[config.mk]
export PLATFORM = sky130hd
export DESIGN_NAME = match_timer
export DESIGN_NICKNAME = d
export VERILOG_FILES = /design/src/rtl/tmr_pkg.sv /design/src/rtl/tmr_prescale.sv /design/src/rtl/tmr_count.sv /design/src/rtl/tmr_post.sv /design/src/rtl/match_timer.sv
export SDC_FILE = /design/constraint.sdc
export NUM_CORES = 1
export LEC_CHECK = 0
export ABC_CLOCK_PERIOD_IN_PS = 2900
export BUFFER_PORTS_ARGS = -buffer_cell sky130_fd_sc_hd__buf_2
export CAP_MARGIN = 20
export CORE_UTILIZATION = 45
export DETAILED_ROUTE_END_ITERATION = 10
export SETUP_SLACK_MARGIN = 0.3
export SLEW_MARGIN = 20
export SYNTH_ARGS = -nofsm -noshare
export SYNTH_HDL_FRONTEND = slang
export SYNTH_SLANG_ARGS = --single-unit
[constraint.sdc]
create_clock -name clk -period 2.9 [get_ports clk]
set_clock_uncertainty 0.2 [all_clocks]
set_input_delay 0.435 -clock clk [delete_from_list [all_inputs] [get_ports clk]]
set_output_delay 0.435 -clock clk [all_outputs]
set_load 0.01 [all_outputs]
[src/rtl/tmr_pkg.sv]
package tmr_pkg;
  typedef enum logic [1:0] {
    SEL_CTRL   = 2'd0,
    SEL_COUNT  = 2'd1,
    SEL_PERIOD = 2'd2,
    SEL_NONE   = 2'd3
  } reg_sel_e;

  // control field positions
  localparam int PRE_LSB = 0;
  localparam int RUN_BIT = 2;
  localparam int PS_LSB  = 3;
endpackage

[src/rtl/tmr_prescale.sv]
module tmr_prescale #(
  parameter int CLK_DIV = 4,
  parameter int PRE_MID = 4,
  parameter int PRE_MAX = 16
) (
  input  logic       clk,
  input  logic       rst,
  input  logic       run,
  input  logic       clr,
  input  logic [1:0] sel,
  output logic       tick
);
  localparam int DIV_W = $clog2(CLK_DIV);
  localparam int PRE_W = $clog2(PRE_MAX);

  logic [DIV_W-1:0] div_q;
  logic [PRE_W-1:0] pre_q;
  logic [PRE_W-1:0] lim;
  logic             q_tick;

  assign q_tick = (div_q == DIV_W'(CLK_DIV - 1));

  always_comb begin
    case (sel)
      2'b00:   lim = '0;
      2'b01:   lim = PRE_W'(PRE_MID - 1);
      default: lim = PRE_W'(PRE_MAX - 1);
    endcase
  end

  assign tick = q_tick && run && !clr && (pre_q == lim);

  always_ff @(posedge clk) begin
    if (rst) begin
      div_q <= '0;
      pre_q <= '0;
    end else begin
      div_q <= q_tick ? '0 : div_q + DIV_W'(1);
      if (clr)
        pre_q <= '0;
      else if (q_tick && run)
        pre_q <= (pre_q == lim) ? '0 : pre_q + PRE_W'(1);
    end
  end
endmodule

[src/rtl/tmr_count.sv]
module tmr_count #(
  parameter int CNT_W = 8
) (
  input  logic             clk,
  input  logic             rst,
  input  logic             tick,
  input  logic             load,
  input  logic [CNT_W-1:0] load_val,
  input  logic [CNT_W-1:0] period,
  output logic [CNT_W-1:0] cnt,
  output logic             match
);
  assign match = tick && (cnt == period);

  always_ff @(posedge clk) begin
    if (rst)
      cnt <= '0;
    else if (load)
      cnt <= load_val;
    else if (tick)
      cnt <= match ? '0 : cnt + CNT_W'(1);
  end
endmodule

[src/rtl/tmr_post.sv]
module tmr_post #(
  parameter int PS_W = 4
) (
  input  logic            clk,
  input  logic            rst,
  input  logic            match,
  input  logic            clr,
  input  logic [PS_W-1:0] ratio,
  input  logic            flag_clr,
  output logic            flag
);
  logic [PS_W-1:0] post_q;
  logic            hit;

  assign hit = match && (post_q == ratio);

  always_ff @(posedge clk) begin
    if (rst) begin
      post_q <= '0;
      flag   <= 1'b0;
    end else begin
      if (clr)
        post_q <= '0;
      else if (match)
        post_q <= hit ? '0 : post_q + PS_W'(1);
      if (hit)
        flag <= 1'b1;
      else if (flag_clr)
        flag <= 1'b0;
    end
  end
endmodule

[src/rtl/match_timer.sv]
module match_timer
  import tmr_pkg::*;
#(
  parameter int CNT_W   = 8,
  parameter int PS_W    = 4,
  parameter int CLK_DIV = 4,
  parameter int PRE_MID = 4,
  parameter int PRE_MAX = 16
) (
  input  logic             clk,
  input  logic             rst,
  input  logic             wr_en,
  input  logic [1:0]       wr_sel,
  input  logic [CNT_W-1:0] wr_data,
  input  logic [1:0]       rd_sel,
  output logic [CNT_W-1:0] rd_data,
  input  logic             irq_en,
  input  logic             flag_clr,
  output logic             match_pulse,
  output logic             irq_flag,
  output logic             irq
);
  localparam int CTRL_W = PS_LSB + PS_W;

  reg_sel_e         wsel, rsel;
  logic [CTRL_W-1:0] ctrl_q;
  logic [CNT_W-1:0]  period_q;
  logic [CNT_W-1:0]  cnt_q;
  logic              ctrl_wr, cnt_load, restart, tick, match;

  assign wsel     = reg_sel_e'(wr_sel);
  assign rsel     = reg_sel_e'(rd_sel);
  assign ctrl_wr  = wr_en && (wsel == SEL_CTRL);
  assign cnt_load = wr_en && (wsel == SEL_COUNT);
  assign restart  = ctrl_wr || cnt_load;

  always_ff @(posedge clk) begin
    if (rst) begin
      ctrl_q   <= '0;
      period_q <= '1;
    end else begin
      if (ctrl_wr)
        ctrl_q <= wr_data[CTRL_W-1:0];
      if (wr_en && (wsel == SEL_PERIOD))
        period_q <= wr_data;
    end
  end

  tmr_prescale #(
    .CLK_DIV(CLK_DIV), .PRE_MID(PRE_MID), .PRE_MAX(PRE_MAX)
  ) u_pre (
    .clk(clk), .rst(rst), .run(ctrl_q[RUN_BIT]), .clr(restart),
    .sel(ctrl_q[PRE_LSB +: 2]), .tick(tick)
  );

  tmr_count #(.CNT_W(CNT_W)) u_cnt (
    .clk(clk), .rst(rst), .tick(tick), .load(cnt_load),
    .load_val(wr_data), .period(period_q), .cnt(cnt_q), .match(match)
  );

  tmr_post #(.PS_W(PS_W)) u_post (
    .clk(clk), .rst(rst), .match(match), .clr(restart),
    .ratio(ctrl_q[PS_LSB +: PS_W]), .flag_clr(flag_clr), .flag(irq_flag)
  );

  always_ff @(posedge clk) begin
    if (rst) begin
      match_pulse <= 1'b0;
      rd_data     <= '0;
    end else begin
      match_pulse <= match;
      case (rsel)
        SEL_CTRL:   rd_data <= CNT_W'(ctrl_q);
        SEL_COUNT:  rd_data <= cnt_q;
        SEL_PERIOD: rd_data <= period_q;
        default:    rd_data <= '0;
      endcase
    end
  end

  assign irq = irq_flag && irq_en;
endmodule

==> results of run 1 <==
## flip-flops by register name (all words and copies together), names as in the netlist
| name | cells |
|---|---|
| match_pulse | 1 |
| ctrl_q | 7 |
| period_q | 8 |
| u_post.post_q | 4 |
| u_pre.div_q | 2 |
| u_pre.pre_q | 4 |
| rd_data | 8 |
| u_cnt.cnt | 8 |
| u_post.flag | 1 |
## worst reg2reg max path: stages (launching register included)
cell and delay, ps:
dfxtp_1 350, or4_1 540, nor3_2 210, o21ai_2 190, or3_1 470, o221ai_1 220
## report_power, final
part           internal, mW  leakage (nW)  switching [mW]
Sequential            0.613         0.351          0.0196
Clock                 0.161        0.0371           0.193
Combinational        0.0493         0.523          0.0650
## layer usage
metal,GRT usage (%),up-vias,part of all wire [%]
li1,-,871,-
met1,29.8,774,52
met2,32.7,31,43
met3,4.80,6,3.5
met4,6.00,0,1.2
met5,0,-,0
## cell type report
type	instances	area share, %
clock buffers	6	3.16
inverters	8	1.31
multi-input cells	179	49.1
flip-flops and latches	43	37.4
well taps	52	2.83
repair buffers	28	6.20
## cells in the final DEF, fill, tap and decap left out, types with 2 or more instances in the layout
master / netlist / final
nand2b_1: 2 / 2
nand2_1: 33 / 33
nand3b_1: 12 / 12
nor4_1: 2 / 2
o21ai_0: 3 / 3
clkbuf_8: 0 / 5
inv_1: 8 / 8
and3_1: 2 / 2
mux2i_1: 14 / 14
xnor2_1: 11 / 11
dfxtp_1: 43 / 43
nor2b_1: 3 / 3
a311oi_1: 2 / 2
nor2_1: 31 / 31
and2_1: 3 / 3
nand4_1: 3 / 3
nor3_1: 3 / 3
or3_1: 2 / 2
a21oi_1: 11 / 11
xor2_1: 10 / 10
o221ai_1: 6 / 6
nand3_1: 7 / 7
o311ai_0: 2 / 2
buf_2: 0 / 27
ha_1: 4 / 4
## kinds of logic after synthesis
| logic type | Yosys count | synth area share (%) |
|---|---|---|
| AOI/OAI and AO/OA | 30 | 10.1 |
| xor gates and xnor gates | 21 | 8.91 |
| adders and majority gates | 4 | 2.42 |
| buffers and inverters | 18 | 3.64 |
| DFF | 43 | 41.7 |
| muxes | 14 | 6.79 |
| and+or+nand+nor | 110 | 26.4 |
## how the worst max path moves through the flow
stage / endpoint / from / slack (ps)
CTS: u_cnt.cnt[6] / u_pre.pre_q[0] / 640
global route: u_cnt.cnt[4] / u_pre.pre_q[0] / 530
detailed placement: u_cnt.cnt[6] / u_pre.pre_q[0] / 660
finish: u_cnt.cnt[6] / u_pre.pre_q[0] / 640
floorplan: u_cnt.cnt[0] / u_pre.pre_q[0] / 820
global placement: u_cnt.cnt[6] / u_pre.pre_q[0] / 680
## stage by stage
step                utilization (%)  power [mW]  cell area [µm²]  cells
finish                         52.5        1.10             2300    316
global route                   52.5        1.15             2300    316
CTS                            52.5        1.11             2300    316
detailed placement             50.8       0.761             2230    310
global placement               50.8       0.760             2230    310
floorplan                         -       0.718             2060    240
==> impl_summary.log, run 1 <==
INFO  metric final_nets = 286
INFO  metric post-synth-top-count-cell = dfxtp_1
INFO  metric viasPerCell = 5.32
INFO  metric core-area = 0.00438 mm²
INFO  metric initial_antenna_violation_count = 0
INFO  metric hold_depth = 3
INFO  metric layout.area.seq = 861 µm²
INFO  metric die_h = 69.7 µm
INFO  metric worstHoldPathType = input port to flop
INFO  metric num-fill-cells = 421
INFO  metric globalplace.congestion = 0.824
INFO  metric crit_path_max_fanout = 11
INFO  metric category_of_cells_accounting_for_the_largest_share_of_critical_path_delay = simple AND/OR/NAND/NOR gates
INFO  metric synth.top_cells.by_area = dfxtp_1, mux2i_1, nand2_1
INFO  metric hold_ws = 180 ps
INFO  metric global_route_wire_length_before_repair = 8030 µm
INFO  metric post-place-ws = 660 ps
INFO  metric grt_pass1_vias = 1,655
INFO  metric clock_slew_at_reported_path_ffs = 80 ps
INFO  metric clock-sinks = 43
INFO  metric grt_max_degree = 35
INFO  metric edff_count_synth = 0
INFO  metric antenna_violating_nets_post_route = 0
INFO  metric max_freq = 0.443 GHz
INFO  metric critical-path-slowest-cell = or4_1
INFO  metric mappedNetlistNets = 261
INFO  metric regToRegEndpoint = u_cnt.cnt[6]
INFO  metric number_of_pins_with_negative_max_slew_slack_in_the_final_report = 0
INFO  metric dp_hpwl = 3400 µm
INFO  metric ys_async_sr_fraction = 0%
INFO  metric path_buf_inv = 0
INFO  metric grt_use_total = 21.2%
INFO  metric transition_time_of_the_tightest_slew_check_pin = 627 ps
INFO  metric rsz0062_at_grt = false
INFO  metric drtIter0Drc = 86
INFO  metric setup_viol_count_final = 0
INFO  metric boundaryPins = 28
INFO  metric vias = 1,682
INFO  metric timing.reg2reg.worst_path_depth = 5
INFO  metric chipWidth = 69.7 µm
INFO  metric sum_neg_setup_slack = 0 ps
INFO  metric clockBufferDepth = 2
INFO  metric timing.critical_path.required = 2910 ps
INFO  metric path_depth = 5
INFO  metric outcome = finished, final reports clean
INFO  metric syn-instance-count = 240
INFO  metric synth.cells.most_frequent = dfxtp_1, nand2_1, nor2_1, mux2i_1, nand3b_1
INFO  metric critical_path.reg2reg.startpoint = u_pre.pre_q[0]
INFO  metric postLayoutSetupSlackWorst = 644 ps
INFO  metric cts-buffers-inserted = 5
INFO  metric syn_area = 0.00206 mm²
INFO  metric die_footprint = 0.00486 mm²
INFO  metric totalWireLength = 4760 µm
INFO  metric holdPathEnd = u_cnt.cnt[7]
INFO  metric synth_seq_cells = 43
INFO  metric area_taken_by_multi_input_logic_gates = 0.00113 mm²
INFO  metric cp_cell_sequence = or4_1 > nor3_2 > o21ai_2 > or3_1 > o221ai_1
INFO  metric slew_hr = 58.1%
INFO  metric worst_ep_arrival_time = 2270 ps
INFO  metric hold_path.startpoint = wr_data[7]
INFO  metric post_cts_resized = 0
INFO  metric yosys.area.top_type_share = 41.7%
INFO  metric max_cap_violations = 0
INFO  metric placementRows = 24
INFO  metric drc = 0
INFO  metric startpoint_type_of_the_worst_setup_path = flop
INFO  metric cts_hold_buffers = 0
INFO  metric grt_remaining_overflow = 0
INFO  metric leakage = 0.911 nW
INFO  metric synth-seq-area-share = 41.7%
INFO  metric detailedRoute.firstPassIterationCount = 4
INFO  metric endpoint_kind = flop
INFO  metric timing.final.crit_period = 2260 ps
INFO  metric synth.largest_area_cell = dfxtp_1
INFO  metric clock_insertion_delay_worst_skew = 290 ps
INFO  metric cts_tree = yes
INFO  metric critical_path_start_end_classification = flop to flop
INFO  metric synth_warnings = 0
INFO  metric pwr_density_cell = 479 mW/mm²
INFO  metric synthDistinctLibCells = 38
INFO  metric post-cts-setup-buffers = 0
INFO  metric h-tree-depth = 2
INFO  metric floorplan.initialDensity = 47.1%
INFO  metric synth.avg_cell_area = 8.60 µm²
INFO  metric dominantRegCellSynth = dfxtp_1
INFO  metric ff2ff_setup_slack = 640 ps
INFO  metric timing.critical_path.slowest_cell_delay = 540 ps
INFO  metric port_buffers = 27
INFO  metric finalHoldViolCount = 0
INFO  metric post_dr_wirelength_cell = 15.0 µm
INFO  metric area_growth = 11.4%
INFO  metric clk_root_buf = clkbuf_8
INFO  metric num_antenna_cells = 0
INFO  metric vdd.ir_drop.worst = 0.000260 V
INFO  metric post_route_cells_drive_above_1_share = 14.4%
INFO  metric post-route-period-util = 77.8%
Note: power is estimated with default switching activity, not from simulation.
==> inputs of run 2 (changes only) <==
--- a/config.mk
+++ b/config.mk
@@ -5,7 +5,7 @@
 export SDC_FILE = /design/constraint.sdc
 export NUM_CORES = 1
 export LEC_CHECK = 0
-export ABC_CLOCK_PERIOD_IN_PS = 2900
+export ABC_CLOCK_PERIOD_IN_PS = 2100
 export BUFFER_PORTS_ARGS = -buffer_cell sky130_fd_sc_hd__buf_2
 export CAP_MARGIN = 20
 export CORE_UTILIZATION = 45
==> constraint.sdc (replaced) <==
create_clock -name clk -period 2.1 [get_ports clk]
set_clock_uncertainty 0.2 [all_clocks]
set_input_delay 0.315 -clock clk [delete_from_list [all_inputs] [get_ports clk]]
set_output_delay 0.315 -clock clk [all_outputs]
set_load 0.01 [all_outputs]
==> run 2 against run 1 <==
  * Worst setup slack got worse by 590 ps
  * Die area unchanged
  * Register-to-register slack got worse by 590 ps
  * Combinational power increased by 66%
  * Worst hold slack got worse by 120 ps
  * Clock power increased by 76%
  * Count of clock-buffer cells in the layout unchanged
  * Via count increased by 7.5%
  * Cell area increased by 13%
  * Power increased by 53%
  * Maximum frequency increased by 10%
  * First-iteration DRC count increased by 52%
  * Critical path type unchanged
  * Largest cell class unchanged
==> impl_summary.log, run 2 (synthesis gave the netlist of run 1 again) <==
INFO  metric global_route_wire_length_before_repair = 8770 µm (was 8030 µm)
INFO  metric hold_ws = 60.3 ps (was 180 ps)
INFO  metric finalHoldViolCount = 0 (unchanged)
INFO  metric rsz0062_at_grt = true (was false)
INFO  metric drc = 0 (unchanged)
INFO  metric clock_slew_at_reported_path_ffs = 80 ps (about the same)
INFO  metric detailedRoute.firstPassIterationCount = 5 (was 4)
INFO  metric total_switching_power = 403 µW (was 277 µW)
INFO  metric placementRows = 24 (unchanged)
INFO  metric boundaryPins = 28 (unchanged)
INFO  metric timing.final.crit_period = 2050 ps (was 2260 ps)
INFO  metric leakage = 1.05 nW (was 0.911 nW)
INFO  metric timing.reg2reg.worst_path_depth = 6 (was 5)
INFO  metric endpoint_kind = flop (unchanged)
INFO  metric slew_hr = 63.1% (was 58.1%)
INFO  metric outcome = finished, final reports clean (unchanged)
INFO  metric num_antenna_cells = 0 (unchanged)
INFO  metric viasPerCell = 5.33 (was 5.32)
INFO  metric dp_hpwl = 3620 µm (was 3400 µm)
INFO  metric transition_time_of_the_tightest_slew_check_pin = 552 ps (was 627 ps)
INFO  metric grt_pass1_vias = 1,755 (was 1,655)
INFO  metric wl_met3 = 279 µm (was 165 µm)
INFO  metric hold_depth = 3 (unchanged)
INFO  metric cts-buffers-inserted = 5 (unchanged)
INFO  metric power.sequential.fraction = 51.7% (was 57.5%)
INFO  metric antenna_violating_nets_post_route = 0 (unchanged)
INFO  metric reg_top3 = period_q: 8 flops, rd_data: 8 flops, u_cnt.cnt: 8 flops (unchanged)
INFO  metric clk_root_buf = clkbuf_8 (unchanged)
INFO  metric max_cap_violations = 0 (unchanged)
INFO  metric hold_path.startpoint = wr_data[6] (was wr_data[7])
INFO  metric die_footprint = 0.00486 mm² (unchanged)
INFO  metric startpoint_type_of_the_worst_setup_path = flop (unchanged)
INFO  metric cell_internal_pwr = 1.28 mW (was 823 µW)
INFO  metric most_used_cells_in_the_layout_excluding_fill_and_tap_cells = dfxtp_1, nand2_1, nor2_1 (unchanged)
INFO  metric clock-sinks = 43 (unchanged)
INFO  metric h-tree-depth = 2 (unchanged)
INFO  metric comb_power_share = 11.2% (was 10.4%)
INFO  metric final_nets = 308 (was 286)
INFO  metric timing.critical_path.required = 2070 ps (was 2910 ps)
INFO  metric wl_met2 = 2390 µm (was 2050 µm)
INFO  metric initial_antenna_violation_count = 0 (unchanged)
INFO  metric max_freq = 0.488 GHz (was 0.443 GHz)
INFO  metric grt_max_degree = 25 (was 35)
INFO  metric post-route-period-util = 97.5% (was 77.8%)
INFO  metric critical_path_start_end_classification = flop to flop (unchanged)
INFO  metric clockBufferDepth = 2 (unchanged)
INFO  metric pwr_density_cell = 646 mW/mm² (was 479 mW/mm²)
INFO  metric cts_tree = yes (unchanged)
INFO  metric critical_path.reg2reg.startpoint = u_pre.pre_q[2] (was u_pre.pre_q[0])
INFO  metric globalplace.congestion = 0.779 (was 0.824)
INFO  metric vdd.ir_drop.worst = 0.000396 V (was 0.000260 V)
INFO  metric clock_insertion_delay_worst_skew = 300 ps (was 290 ps)
INFO  metric drtIter0Drc = 131 (was 86)
INFO  metric p_total = 1.68 mW (was 1.10 mW)
INFO  metric crit_path_max_fanout = 6 (was 11)
INFO  metric vias = 1,808 (was 1,682)
INFO  metric worstHoldPathType = input port to flop (unchanged)
INFO  metric setup_viol_count_final = 0 (unchanged)
INFO  metric drt-met1-wl = 2510 µm (was 2490 µm)
INFO  metric port_buffers = 27 (unchanged)
INFO  metric regToRegEndpoint = u_cnt.cnt[4] (was u_cnt.cnt[6])
INFO  metric grt_remaining_overflow = 0 (unchanged)
INFO  metric ff2ff_setup_slack = 50 ps (was 640 ps)
INFO  metric number_of_pins_with_negative_max_slew_slack_in_the_final_report = 0 (unchanged)
INFO  metric floorplan.initialDensity = 47.1% (unchanged)
INFO  metric holdPathEnd = u_cnt.cnt[6] (was u_cnt.cnt[7])
INFO  metric num-fill-cells = 405 (was 421)
INFO  metric worst_ep_arrival_time = 2020 ps (was 2270 ps)
INFO  metric core-area = 0.00438 mm² (unchanged)
INFO  metric switching_share = 24.0% (was 25.2%)
INFO  metric area_growth = 25.9% (was 11.4%)
INFO  metric post_dr_wirelength_cell = 15.4 µm (was 15.0 µm)
INFO  metric die_h = 69.7 µm (unchanged)
INFO  metric totalWireLength = 5230 µm (was 4760 µm)
INFO  metric clockPowerShare = 37.1% (was 32.1%)
INFO  metric post_route_cells_drive_above_1_share = 26.8% (was 14.4%)
INFO  metric grt_use_total = 23.4% (was 21.2%)
INFO  metric layout_commonest_cell = dfxtp_1 (unchanged)
INFO  metric top_layer = met4 (unchanged)
INFO  metric chipWidth = 69.7 µm (unchanged)
-- run 2: worst max-delay path by stage --
stage                   startpoint           end  cells past startpoint  slack (ps)
finish              u_pre.pre_q[2]  u_cnt.cnt[4]                      6          50
global route        u_pre.pre_q[1]  u_cnt.cnt[2]                      6         -10
CTS                 u_pre.pre_q[2]  u_cnt.cnt[5]                      6          50
detailed placement       ctrl_q[0]  u_cnt.cnt[6]                      5         -60
global placement         ctrl_q[0]  u_cnt.cnt[6]                      5         -30
floorplan                ctrl_q[0]  u_cnt.cnt[0]                      6          40
-- run 2: critical path: stages (launching register included) --
cell	delay (ps)
dfxtp_2	340
or4b_4	550
a21oi_4	190
o21ai_4	100
buf_6	150
nand3b_1	230
o221ai_1	160
-- run 2: routing by layer --
| layer | global-route usage [%] | vias to the layer above |
|---|---|---|
| li1 | - | 923 |
| met1 | 32.1 | 831 |
| met2 | 36.4 | 50 |
| met3 | 6.25 | 4 |
| met4 | 6.22 | 0 |
| met5 | 0 | - |
-- run 2: final cells by class --
| class | instances | area (µm²) | area share, % |
|---|---|---|---|
| repair buffers | 50 | 319 | 12.3 |
| multi-input cells | 179 | 1220 | 46.9 |
| well taps | 52 | 65.1 | 2.50 |
| clock inverters | 1 | 30.0 | 1.15 |
| clock buffers | 6 | 72.6 | 2.79 |
| flip-flops and latches | 43 | 865 | 33.3 |
| inverters | 8 | 30.0 | 1.15 |
-- run 2: per-stage QoR --
step	std cells	TNS [ps]	utilization [%]	cell area, µm²	setup slack [ps]
5_1_grt	339	-41.8	59.3	2600	-13.5
2_1_floorplan	240	0	-	2070	38.4
6_report	339	0	59.3	2600	52.4
4_1_cts	336	0	58.2	2550	52.0
3_3_place_gp	323	-46.2	53.1	2330	-25.7
3_5_place_dp	323	-221	53.1	2330	-57.5
-- run 2: what timing repair did --
action                     4_1_cts  5_1_grt
buffers inserted                 6        3
setup endpoints to repair       14       17
resized for setup               16        8
pin swaps                       13        9
hold buffers                     0        0
-- run 2: power groups by stage --
stage / Sequential [mW] / Clock (mW) / Combinational, mW
floorplan: 0.889 / 0 / 0.103
global placement: 0.887 / 0 / 0.173
detailed placement: 0.887 / 0 / 0.174
CTS: 0.868 / 0.639 / 0.184
global route: 0.872 / 0.676 / 0.209
finish: 0.869 / 0.623 / 0.189
==> inputs of run 3 (changes only) <==
--- a/config.mk
+++ b/config.mk
@@ -6,7 +6,7 @@
 export NUM_CORES = 1
 export LEC_CHECK = 0
 export ABC_CLOCK_PERIOD_IN_PS = 2100
-export BUFFER_PORTS_ARGS = -buffer_cell sky130_fd_sc_hd__buf_2
+export BUFFER_PORTS_ARGS = -buffer_cell sky130_fd_sc_hd__buf_4
 export CAP_MARGIN = 20
 export CORE_UTILIZATION = 45
 export DETAILED_ROUTE_END_ITERATION = 10
==> run 3 against run 2 <==
  * Non-clock buffer count shrank 4
  * Worst setup slack lost 34 ps
  * First-iteration DRC count shrank 11%
  * Register-to-register slack lost 30 ps
  * Flip-flop and latch count is the same
  * Critical path depth shrank 1
  * Count of clock-buffer cells in the layout is the same
  * Utilization grew 1.2 points
  * Combinational power grew 5%
  * Cell area grew 2.0%
  * Critical path type unchanged
==> impl_summary.log, run 3 (synthesis gave the netlist of run 1 again) <==
INFO  metric slew_hr = 62.2% (was 63.1%)
INFO  metric post-route-period-util = 99.1% (was 97.5%)
INFO  metric switching_share = 23.1% (was 24.0%)
INFO  metric total_switching_power = 398 µW (was 403 µW)
INFO  metric worst_ep_arrival_time = 2090 ps (was 2020 ps)
INFO  metric hold_depth = 3 (unchanged)
INFO  metric comb_power_share = 11.6% (was 11.2%)
INFO  metric floorplan.initialDensity = 47.1% (unchanged)
INFO  metric ff2ff_setup_slack = 20 ps (was 50 ps)
INFO  metric cell_internal_pwr = 1.32 mW (was 1.28 mW)
INFO  metric globalplace.congestion = 0.823 (was 0.779)
INFO  metric worstHoldPathType = input port to flop (unchanged)
INFO  metric die_h = 69.7 µm (unchanged)
INFO  metric core-area = 0.00438 mm² (unchanged)
INFO  metric holdPathEnd = u_cnt.cnt[6] (unchanged)
INFO  metric cts-buffers-inserted = 5 (unchanged)
INFO  metric clk_root_buf = clkbuf_8 (unchanged)
INFO  metric boundaryPins = 28 (unchanged)
INFO  metric transition_time_of_the_tightest_slew_check_pin = 566 ps (was 552 ps)
INFO  metric clock_slew_at_reported_path_ffs = 80 ps (about the same)
INFO  metric num-fill-cells = 417 (was 405)
INFO  metric reg_top3 = period_q: 8 flops, rd_data: 8 flops, u_cnt.cnt: 8 flops (unchanged)
INFO  metric endpoint_kind = flop (unchanged)
INFO  metric totalWireLength = 5120 µm (was 5230 µm)
INFO  metric leakage = 1.07 nW (was 1.05 nW)
INFO  metric chipWidth = 69.7 µm (unchanged)
INFO  metric initial_antenna_violation_count = 0 (unchanged)
INFO  metric hold_ws = 52.3 ps (was 60.3 ps)
INFO  metric viasPerCell = 5.44 (was 5.33)
INFO  metric power.sequential.fraction = 50.4% (was 51.7%)
INFO  metric p_total = 1.72 mW (was 1.68 mW)
INFO  metric clockPowerShare = 38.0% (was 37.1%)
INFO  metric max_cap_violations = 0 (unchanged)
INFO  metric num_antenna_cells = 0 (unchanged)
INFO  metric critical_path_start_end_classification = flop to flop (unchanged)
INFO  metric critical_path.reg2reg.startpoint = u_pre.pre_q[2] (unchanged)
INFO  metric die_footprint = 0.00486 mm² (unchanged)
INFO  metric grt_pass1_vias = 1,780 (was 1,755)
INFO  metric timing.critical_path.required = 2110 ps (was 2070 ps)
INFO  metric h-tree-depth = 2 (unchanged)
INFO  metric cts_tree = yes (unchanged)
INFO  metric detailedRoute.firstPassIterationCount = 4 (was 5)
INFO  metric clockBufferDepth = 2 (unchanged)
INFO  metric vdd.ir_drop.worst = 0.000308 V (was 0.000396 V)
INFO  metric grt_use_total = 22.6% (was 23.4%)
INFO  metric area_growth = 28.4% (was 25.9%)
INFO  metric port_buffers = 27 (unchanged)
INFO  metric drc = 0 (unchanged)
INFO  metric antenna_violating_nets_post_route = 0 (unchanged)
INFO  metric dp_hpwl = 3690 µm (was 3620 µm)
INFO  metric post_route_cells_drive_above_1_share = 25.4% (was 26.8%)
INFO  metric grt_remaining_overflow = 0 (unchanged)
INFO  metric crit_path_max_fanout = 7 (was 6)
INFO  metric sum_neg_setup_slack = 0 ps (unchanged)
INFO  metric startpoint_type_of_the_worst_setup_path = flop (unchanged)
INFO  metric layout_commonest_cell = buf_4 (was dfxtp_1)
INFO  metric rsz0062_at_grt = true (unchanged)
INFO  metric number_of_pins_with_negative_max_slew_slack_in_the_final_report = 0 (unchanged)
INFO  metric post_dr_wirelength_cell = 15.2 µm (was 15.4 µm)
INFO  metric timing.reg2reg.worst_path_depth = 5 (was 6)
INFO  metric hold_path.startpoint = wr_data[6] (unchanged)
INFO  metric vias = 1,829 (was 1,808)
INFO  metric placementRows = 24 (unchanged)
INFO  metric outcome = finished, final reports clean (unchanged)
INFO  metric drtIter0Drc = 116 (was 131)
INFO  metric pwr_density_cell = 650 mW/mm² (was 646 mW/mm²)
INFO  metric clock_insertion_delay_worst_skew = 290 ps (was 300 ps)
INFO  metric clock-sinks = 43 (unchanged)
INFO  metric global_route_wire_length_before_repair = 8580 µm (was 8770 µm)
INFO  metric final_nets = 304 (was 308)
INFO  metric max_freq = 0.480 GHz (was 0.488 GHz)
INFO  metric regToRegEndpoint = u_cnt.cnt[6] (was u_cnt.cnt[4])
INFO  metric timing.final.crit_period = 2080 ps (was 2050 ps)
INFO  metric setup_viol_count_final = 0 (unchanged)
INFO  metric most_used_cells_in_the_layout_excluding_fill_and_tap_cells = buf_4, dfxtp_1, nand2_1 (was dfxtp_1, nand2_1, nor2_1)
INFO  metric finalHoldViolCount = 0 (unchanged)
INFO  metric grt_max_degree = 35 (was 25)
run 3: cell types whose count changed in the layout (fill, tap and decap cells not counted), sizes merged:
cell,previous run,this run
clkinv,0,1
buf,50,46
run 3: routing by layer:
| layer | vias up | global-route usage [%] | wire [µm] |
|---|---|---|---|
| li1 | 912 | - | - |
| met4 | 0 | 8.44 | 72 |
| met5 | - | 0 | 0 |
| met2 | 53 | 35.0 | 2250 |
| met1 | 857 | 31.6 | 2540 |
| met3 | 7 | 3.92 | 252 |
run 3: what timing repair did:
action | 4_1_cts | 5_1_grt
pin swaps | 6 | 3
hold buffers | 0 | 0
setup endpoints to repair | 14 | 17
resized for setup | 17 | 6
buffers inserted | 4 | 0
endpoints found under the hold margin | 0 | 0
run 3: layout make-up:
class / instances / area, µm² / area share [%]
Multi-Input combinational cell: 179 / 1220 / 46.1
Timing Repair Buffer: 46 / 353 / 13.3
Tap cell: 52 / 65.1 / 2.45
Clock inverter: 2 / 35.0 / 1.32
Clock buffer: 6 / 82.6 / 3.11
Sequential cell: 43 / 865 / 32.6
Inverter: 8 / 30.0 / 1.13
run 3: per-stage QoR:
stage / setup WS (ps) / area (µm²) / util (%) / instances
5_1_grt: -61.6 / 2650 / 60.5 / 336
4_1_cts: 65.7 / 2630 / 59.9 / 336
2_1_floorplan: 38.4 / 2070 / - / 240
3_3_place_gp: -4.35 / 2400 / 54.8 / 324
6_report: 18.3 / 2650 / 60.5 / 336
3_5_place_dp: -75.3 / 2400 / 54.8 / 324
run 3: worst max-delay path by stage:
stage	from	to	slack (ps)	cells after the start
5_1_grt	ctrl_q[0]	u_cnt.cnt[0]	-60	5
6_report	u_pre.pre_q[2]	u_cnt.cnt[6]	20	5
2_1_floorplan	ctrl_q[0]	u_cnt.cnt[0]	40	6
4_1_cts	u_pre.pre_q[2]	u_cnt.cnt[6]	70	5
3_3_place_gp	ctrl_q[0]	u_cnt.cnt[6]	-4	5
3_5_place_dp	ctrl_q[0]	u_post.post_q[2]	-80	6
run 3: power groups by stage:
stage          clock (mW)  sequential [mW]  combinational (mW)
6_report            0.655            0.868               0.199
5_1_grt             0.706            0.872               0.221
4_1_cts             0.680            0.868               0.196
3_5_place_dp            0            0.887               0.188
3_3_place_gp            0            0.886               0.187
2_1_floorplan           0            0.889               0.103
run 3: critical path, stage by stage, from the launching register on:
cell and delay [ps]:
dfxtp_2 340, or4b_4 550, a21oi_4 200, o21ai_4 100
or3_4 430, o221ai_1 180
